$ cat src/rtl/lrs_pkg.sv
package lrs_pkg;

  typedef enum logic [1:0] {
    LRS_STROBE_OFF   = 2'd0,
    LRS_STROBE_SAME  = 2'd1,
    LRS_STROBE_DELAY = 2'd2
  } lrs_strobe_e;

  // Legal masks: one naturally aligned group of 1, 2, 4, ... lanes.
  function automatic logic be_is_legal(input logic [31:0] be, input int unsigned lanes);
    logic ok;
    ok = 1'b0;
    for (int p = 0; p < 6; p++) begin
      for (int k = 0; k < 32; k++) begin
        int unsigned sz;
        sz = 32'd1 << p;
        if ((sz <= lanes) && ((k % sz) == 0) && ((k + sz) <= lanes)) begin
          if (be == 32'(((64'd1 << sz) - 64'd1) << k)) ok = 1'b1;
        end
      end
    end
    return ok;
  endfunction

  function automatic lrs_strobe_e strobe_mode(input int use_rdv, input int lat);
    if (use_rdv == 0) return LRS_STROBE_OFF;
    if (lat == 0)     return LRS_STROBE_SAME;
    return LRS_STROBE_DELAY;
  endfunction

endpackage

$ cat src/rtl/lrs_handshake.sv
module lrs_handshake #(
  parameter int WAIT_CYC = 1
) (
  input  logic clk,
  input  logic rst_n,
  input  logic cmd,
  input  logic busy,
  output logic accept
);
  localparam int CNT_W = $clog2(WAIT_CYC + 1) + 1;
  localparam logic [CNT_W-1:0] CNT_TOP = CNT_W'(WAIT_CYC);

  logic [CNT_W-1:0] cnt_q, cnt_d;
  logic             cnt_en;

  always_comb begin
    accept = rst_n & cmd & ~busy & (cnt_q == CNT_TOP);
  end

  always_comb begin
    cnt_d  = cnt_q;
    cnt_en = 1'b0;
    if (!cmd || accept) begin
      cnt_d  = '0;
      cnt_en = (cnt_q != '0);
    end else if (!busy && (cnt_q != CNT_TOP)) begin
      cnt_d  = cnt_q + 1'b1;
      cnt_en = 1'b1;
    end
  end

  always_ff @(posedge clk or negedge rst_n) begin
    if (!rst_n)      cnt_q <= '0;
    else if (cnt_en) cnt_q <= cnt_d;
  end

endmodule

$ cat src/rtl/lrs_regfile.sv
module lrs_regfile
  import lrs_pkg::*;
#(
  parameter int NUM_REGS = 6,
  parameter int ADDR_W   = 3,
  parameter int DATA_W   = 32
) (
  input  logic                 clk,
  input  logic                 rst_n,
  input  logic                 wr_acc,
  input  logic [ADDR_W-1:0]    addr,
  input  logic [DATA_W/8-1:0]  be,
  input  logic [DATA_W-1:0]    wdata,
  output logic [DATA_W-1:0]    rd_word
);
  localparam int LANES = DATA_W / 8;

  logic [DATA_W-1:0] word [NUM_REGS];
  logic              be_ok;
  logic [NUM_REGS-1:0] sel;

  always_comb be_ok = be_is_legal(32'(be), LANES);

  generate
    for (genvar i = 0; i < NUM_REGS; i++) begin : g_reg
      always_comb sel[i] = (addr == ADDR_W'(i));
      for (genvar j = 0; j < LANES; j++) begin : g_lane
        logic [7:0] byte_q;
        logic       byte_en;
        always_comb byte_en = wr_acc & be_ok & sel[i] & be[j];
        always_ff @(posedge clk or negedge rst_n) begin
          if (!rst_n)       byte_q <= '0;
          else if (byte_en) byte_q <= wdata[j*8 +: 8];
        end
        assign word[i][j*8 +: 8] = byte_q;
      end
    end
  endgenerate

  always_comb begin
    rd_word = '0;
    for (int i = 0; i < NUM_REGS; i++) begin
      if (sel[i] && be_ok) rd_word = word[i];
    end
  end

endmodule

$ cat src/rtl/lrs_resp.sv
module lrs_resp
  import lrs_pkg::*;
#(
  parameter int USE_RDV  = 1,
  parameter int RESP_LAT = 1,
  parameter int DATA_W   = 32
) (
  input  logic              clk,
  input  logic              rst_n,
  input  logic              rd_acc,
  input  logic [DATA_W-1:0] rd_word,
  output logic              busy,
  output logic              rdv,
  output logic [DATA_W-1:0] rdata
);
  localparam lrs_strobe_e MODE = strobe_mode(USE_RDV, RESP_LAT);

  generate
    if (MODE == LRS_STROBE_DELAY) begin : g_delay
      localparam int LW = $clog2(RESP_LAT + 1) + 1;
      logic              pend_q, pend_d;
      logic [LW-1:0]     dcnt_q, dcnt_d;
      logic [DATA_W-1:0] hold_q;
      logic              fire;

      always_comb begin
        fire   = pend_q & (dcnt_q == '0);
        pend_d = pend_q;
        dcnt_d = dcnt_q;
        if (rd_acc) begin
          pend_d = 1'b1;
          dcnt_d = LW'(RESP_LAT - 1);
        end else if (fire) begin
          pend_d = 1'b0;
        end else if (pend_q) begin
          dcnt_d = dcnt_q - 1'b1;
        end
      end

      always_ff @(posedge clk or negedge rst_n) begin
        if (!rst_n) begin
          pend_q <= 1'b0;
          dcnt_q <= '0;
        end else begin
          pend_q <= pend_d;
          dcnt_q <= dcnt_d;
        end
      end

      always_ff @(posedge clk or negedge rst_n) begin
        if (!rst_n)      hold_q <= '0;
        else if (rd_acc) hold_q <= rd_word;
      end

      assign busy  = pend_q;
      assign rdv   = fire;
      assign rdata = fire ? hold_q : '0;
    end else begin : g_direct
      assign busy  = 1'b0;
      assign rdv   = (MODE == LRS_STROBE_SAME) ? rd_acc : 1'b0;
      assign rdata = rd_acc ? rd_word : '0;
    end
  endgenerate

endmodule

$ cat src/rtl/lat_reg_slave.sv
module lat_reg_slave #(
  parameter int NUM_REGS = 6,
  parameter int ADDR_W   = 3,
  parameter int DATA_W   = 32,
  parameter int USE_RDV  = 1,
  parameter int RESP_LAT = 1,
  parameter int WAIT_CYC = 1
) (
  input  logic                clk,
  input  logic                rst_n,
  input  logic [ADDR_W-1:0]   address,
  input  logic                read,
  input  logic                write,
  input  logic [DATA_W/8-1:0] byteenable,
  input  logic [DATA_W-1:0]   writedata,
  output logic                waitrequest,
  output logic [DATA_W-1:0]   readdata,
  output logic                readdatavalid
);
  logic [1:0]        rst_sync_q;
  logic              rst_n_int;
  logic              accept;
  logic              busy;
  logic [DATA_W-1:0] rd_word;

  always_ff @(posedge clk or negedge rst_n) begin
    if (!rst_n) rst_sync_q <= '0;
    else        rst_sync_q <= {rst_sync_q[0], 1'b1};
  end
  assign rst_n_int = rst_sync_q[1];

  lrs_handshake #(.WAIT_CYC(WAIT_CYC)) u_hs (
    .clk    (clk),
    .rst_n  (rst_n_int),
    .cmd    (read | write),
    .busy   (busy),
    .accept (accept)
  );

  lrs_regfile #(.NUM_REGS(NUM_REGS), .ADDR_W(ADDR_W), .DATA_W(DATA_W)) u_rf (
    .clk     (clk),
    .rst_n   (rst_n_int),
    .wr_acc  (accept & write),
    .addr    (address),
    .be      (byteenable),
    .wdata   (writedata),
    .rd_word (rd_word)
  );

  lrs_resp #(.USE_RDV(USE_RDV), .RESP_LAT(RESP_LAT), .DATA_W(DATA_W)) u_resp (
    .clk     (clk),
    .rst_n   (rst_n_int),
    .rd_acc  (accept & read & ~write),
    .rd_word (rd_word),
    .busy    (busy),
    .rdv     (readdatavalid),
    .rdata   (readdata)
  );

  assign waitrequest = ~accept;

endmodule

$ cat config.mk
export PLATFORM = sky130hd
export DESIGN_NAME = lat_reg_slave
export DESIGN_NICKNAME = d
export VERILOG_FILES = /design/src/rtl/lrs_pkg.sv /design/src/rtl/lrs_handshake.sv /design/src/rtl/lrs_regfile.sv /design/src/rtl/lrs_resp.sv /design/src/rtl/lat_reg_slave.sv
export SDC_FILE = /design/constraint.sdc
export NUM_CORES = 1
export LEC_CHECK = 0
export CELL_PAD_IN_SITES_DETAIL_PLACEMENT = 1
export CELL_PAD_IN_SITES_GLOBAL_PLACEMENT = 2
export CORE_MARGIN = 2
export CORE_UTILIZATION = 38
export DETAILED_ROUTE_END_ITERATION = 7
export PLACE_DENSITY_LB_ADDON = 0.1
export SLEW_MARGIN = 30
export SYNTH_ARGS = -nofsm -noshare
export SYNTH_HDL_FRONTEND = slang
export SYNTH_SLANG_ARGS = --single-unit
$ cat constraint.sdc
create_clock -name clk -period 7.3 [get_ports clk]
set_input_delay 1.095 -clock clk [delete_from_list [all_inputs] [get_ports clk]]
set_output_delay 1.095 -clock clk [all_outputs]
set_load 0.05 [all_outputs]
==> reports/metrics.cfg <==
[outcome]
status=finished, final reports clean

[sta]
fmax_ghz=0.2376
max_slew_margin_pct=38.67
rsz0062_at_grt=false
period_needed_ps=4209
setup_viol=0
hold_viol=0
drv_slew=0
finalCritPeriodShare_pct=57.65
skew_ps=14.58
worstMarginPinSlew_ps=919.9
worst_slack_ps=3091
tns_ps=0

[floorplanning]
core_mm2=0.02855
start_util_pct=38.42
die_area_mm2=0.03023
die_width_um=173.9
fp-row-count=62
die_y_um=173.9
io_pins=77

[yosys]
synth_fp_nets=824
avgSynthCellArea_um2=14.10
syn_area_mm2=0.01097
yosysTopAreaCellShare_pct=52.71
ys.warnings.count=0
synthFlopType=dfrtp_1
ys_seq_area_share_pct=52.71
ys_ff_latch=231
synth-async-reset-ratio_pct=100.0
synth-edff-count=0
yosysUniqueCellTypes=41
yosysTopAreaCell=dfrtp_1
ys_top_cells_by_area=dfrtp_1 (53%), mux2_2 (14%), mux2_4 (6.6%), mux4_2 (6.6%), a2bb2oi_1 (2.6%)
syn_inst=778

[cells_and_area]
syn2layout_area_growth_pct=18.06
n_fill_cell=2904
finalNetCount=885
fin_util_pct=45.35
final_layout_size_suffix_gt1_share_pct=34.38

[clocking]
cts.sinks=231
cts.root.buffer_cell=clkbuf_16
cts_buffers=27
htree_levels=1
cts_tree=done
clock_latency_ps=530
path_clk_slew_ps=60
cts_resized=0
postCtsSetupBuffers=0
postCtsHoldBufs=0
clock_path_buffers=3

[critical_path]
critPathKind=reg -> out
r2r-end=u_rf.g_reg[4].g_lane[1].byte_q[4]$_DFFE_PN0P_
cp-end-kind=output pin
crit_path_end=readdata[27]
cp.arrival_ps=3110
startpoint=u_resp.g_delay.dcnt_q[0]$_DFFE_PN0P_
ff2ff_path_depth=6
reg2reg_setup_slack_ps=4100
cp-start-kind=flop
crit_required_ps=6200
crit_fanout=22
r2r-start=rst_sync_q[1]$_DFF_PN0_

[global_routing]
overflow=0
antenna_found_initial=2
grt_pass1_vias=7612
track_usage_pct=18.93
grt_pass1_wl_um=45060
grt_max_degree=77

[routing]
first_pass_iters=4
drc_errors=0
drt_iter0_markers=351
ant_nets=0
routed_wl_um=27590
vias=6690
via_per_inst=5.378
drt-wirelength-per-cell_um=22.17

[place]
dp_hpwl_um=17320
port_buffers=76
gp_congestion=0.7109
dpl_worst_slack_ps=3237

[pwr]
p_per_area_mw_per_mm2=278.2
peakVddDrop_v=0.0001487
comb_power_share_pct=15.4
sw_frac_of_total_pct=25.37
intPower_mw=2.688
pwr-share-clk_pct=39.6
p_sw_uw=913.8
p_seq_share_pct=45.1
power_leakage_nw=6.156

[run]
drv_cap=0

[worst_hold_path]
hold_path_class=reg -> async

-- layout by cell type, fill, tap and decap left out, types with 3 or more instances in the layout --
cell	Yosys	final
dfrtp_1	231	230
clkbuf_16	0	27
nor2b_1	4	4
mux4_2	32	32
and4_1	4	4
bufinv_16	0	4
and3_1	43	43
a2bb2oi_1	32	32
mux2_4	48	48
nand4_4	4	4
o21ai_0	8	8
ha_1	3	3
a221oi_1	30	30
nor2_1	67	67
clkdlybuf4s50_1	0	74
and3_4	3	3
mux2_2	136	136
nand4b_4	4	4
nand2_1	4	4
clkbuf_1	20	7
inv_1	35	35
buf_4	7	9
clkbuf_8	0	8
buf_6	11	5
mux2_1	8	8
-- worst min path at each step --
stage | to | cells after the start | slack (ps)
2_1_floorplan | rst_sync_q[1]$_DFF_PN0_ | 0 | 330
3_3_place_gp | rst_sync_q[1]$_DFF_PN0_ | 0 | 340
3_5_place_dp | rst_sync_q[1]$_DFF_PN0_ | 0 | 340
4_1_cts | rst_sync_q[1]$_DFF_PN0_ | 0 | 350
5_1_grt | rst_sync_q[1]$_DFF_PN0_ | 0 | 380
6_report | u_rf.g_reg[4].g_lane[2].byte_q[1]$_DFFE_PN0P_ | 0 | 350
-- layout make-up --
class                      count  area, µm²  share of cell area, %
sequential                   231       5784                  44.68
multi-input combinational    455       4735                  36.57
timing repair buffer          89      869.6                  6.716
clock buffer                  42      812.0                  6.272
tap                          384      480.5                  3.711
inverter                      35      131.4                  1.015
clock inverter                 6      130.1                  1.005
antenna                        2      5.005                0.03865
-- state kept, by name, summed over array words and instances (netlist names) --
name                   flops
u_rf.g.g_lane.byte_q     192
u_resp.g_delay.dcnt_q      2
u_hs.cnt_q                 2
u_resp.g_delay.hold_q     32
rst_sync_q                 2
u_resp.busy                1
-- synth_stat cells, types with 2 or more instances --
library cell / instances
dfrtp_1: 231
mux2_2: 136
nor2_1: 67
mux2_4: 48
and3_1: 43
inv_1: 35
a2bb2oi_1: 32
mux4_2: 32
a221oi_1: 30
clkbuf_1: 20
buf_2: 19
buf_6: 11
mux2_1: 8
o21ai_0: 8
buf_4: 7
and4_1: 4
nand2_1: 4
nand4_4: 4
nand4b_4: 4
nor2b_1: 4
and3_4: 3
ha_1: 3
and3b_1: 2
and4_4: 2
mux2i_1: 2
nand3_1: 2
nand4_2: 2
nor3b_2: 2
-- through the flow --
stage                     cells  hold WS, ps  cell area [µm²]  power [mW]
after global routing       1242        377.1            12940       3.787
after detailed placement   1194        344.3            11990       2.205
after CTS                  1242        353.4            12930       3.660
after global placement     1192        336.7            11960       2.171
after floorplan             778        331.1            10970       2.018
final                      1244        348.2            12950       3.602
-- per-layer routing --
layer  wire length [µm]  vias up  global-route usage, %
met2              13760      112                  32.70
met3                901       47                  2.588
met4                713        0                  5.077
met5                  0        -                      0
met1              12210     3565                  25.08
li1                   -     2966                      -
-- power groups by stage --
stage | logic [mW] | clock network [mW] | registers, mW
floorplan | 0.411 | 0 | 1.61
global placement | 0.536 | 0 | 1.63
detailed placement | 0.561 | 0 | 1.64
CTS | 0.564 | 1.47 | 1.62
global route | 0.614 | 1.52 | 1.65
finish | 0.554 | 1.42 | 1.62
-- critical path, cell delays in order, from the launching register on --
cell             delay (ps)
dfrtp_1                 390
inv_1                    70
ha_1                    750
buf_4                   360
and3_1                  190
clkdlybuf4s50_1         820
-- cell families after synthesis --
group / after synthesis / share of synthesized area, %
compound gates: 74 / 5.590
fa+ha+maj: 3 / 0.3423
buf+inv: 92 / 4.358
flops: 231 / 52.71
mux: 226 / 28.11
other cells: 1 / 0.03419
simple gates: 151 / 8.853
Power figures use the tool's default switching activity.
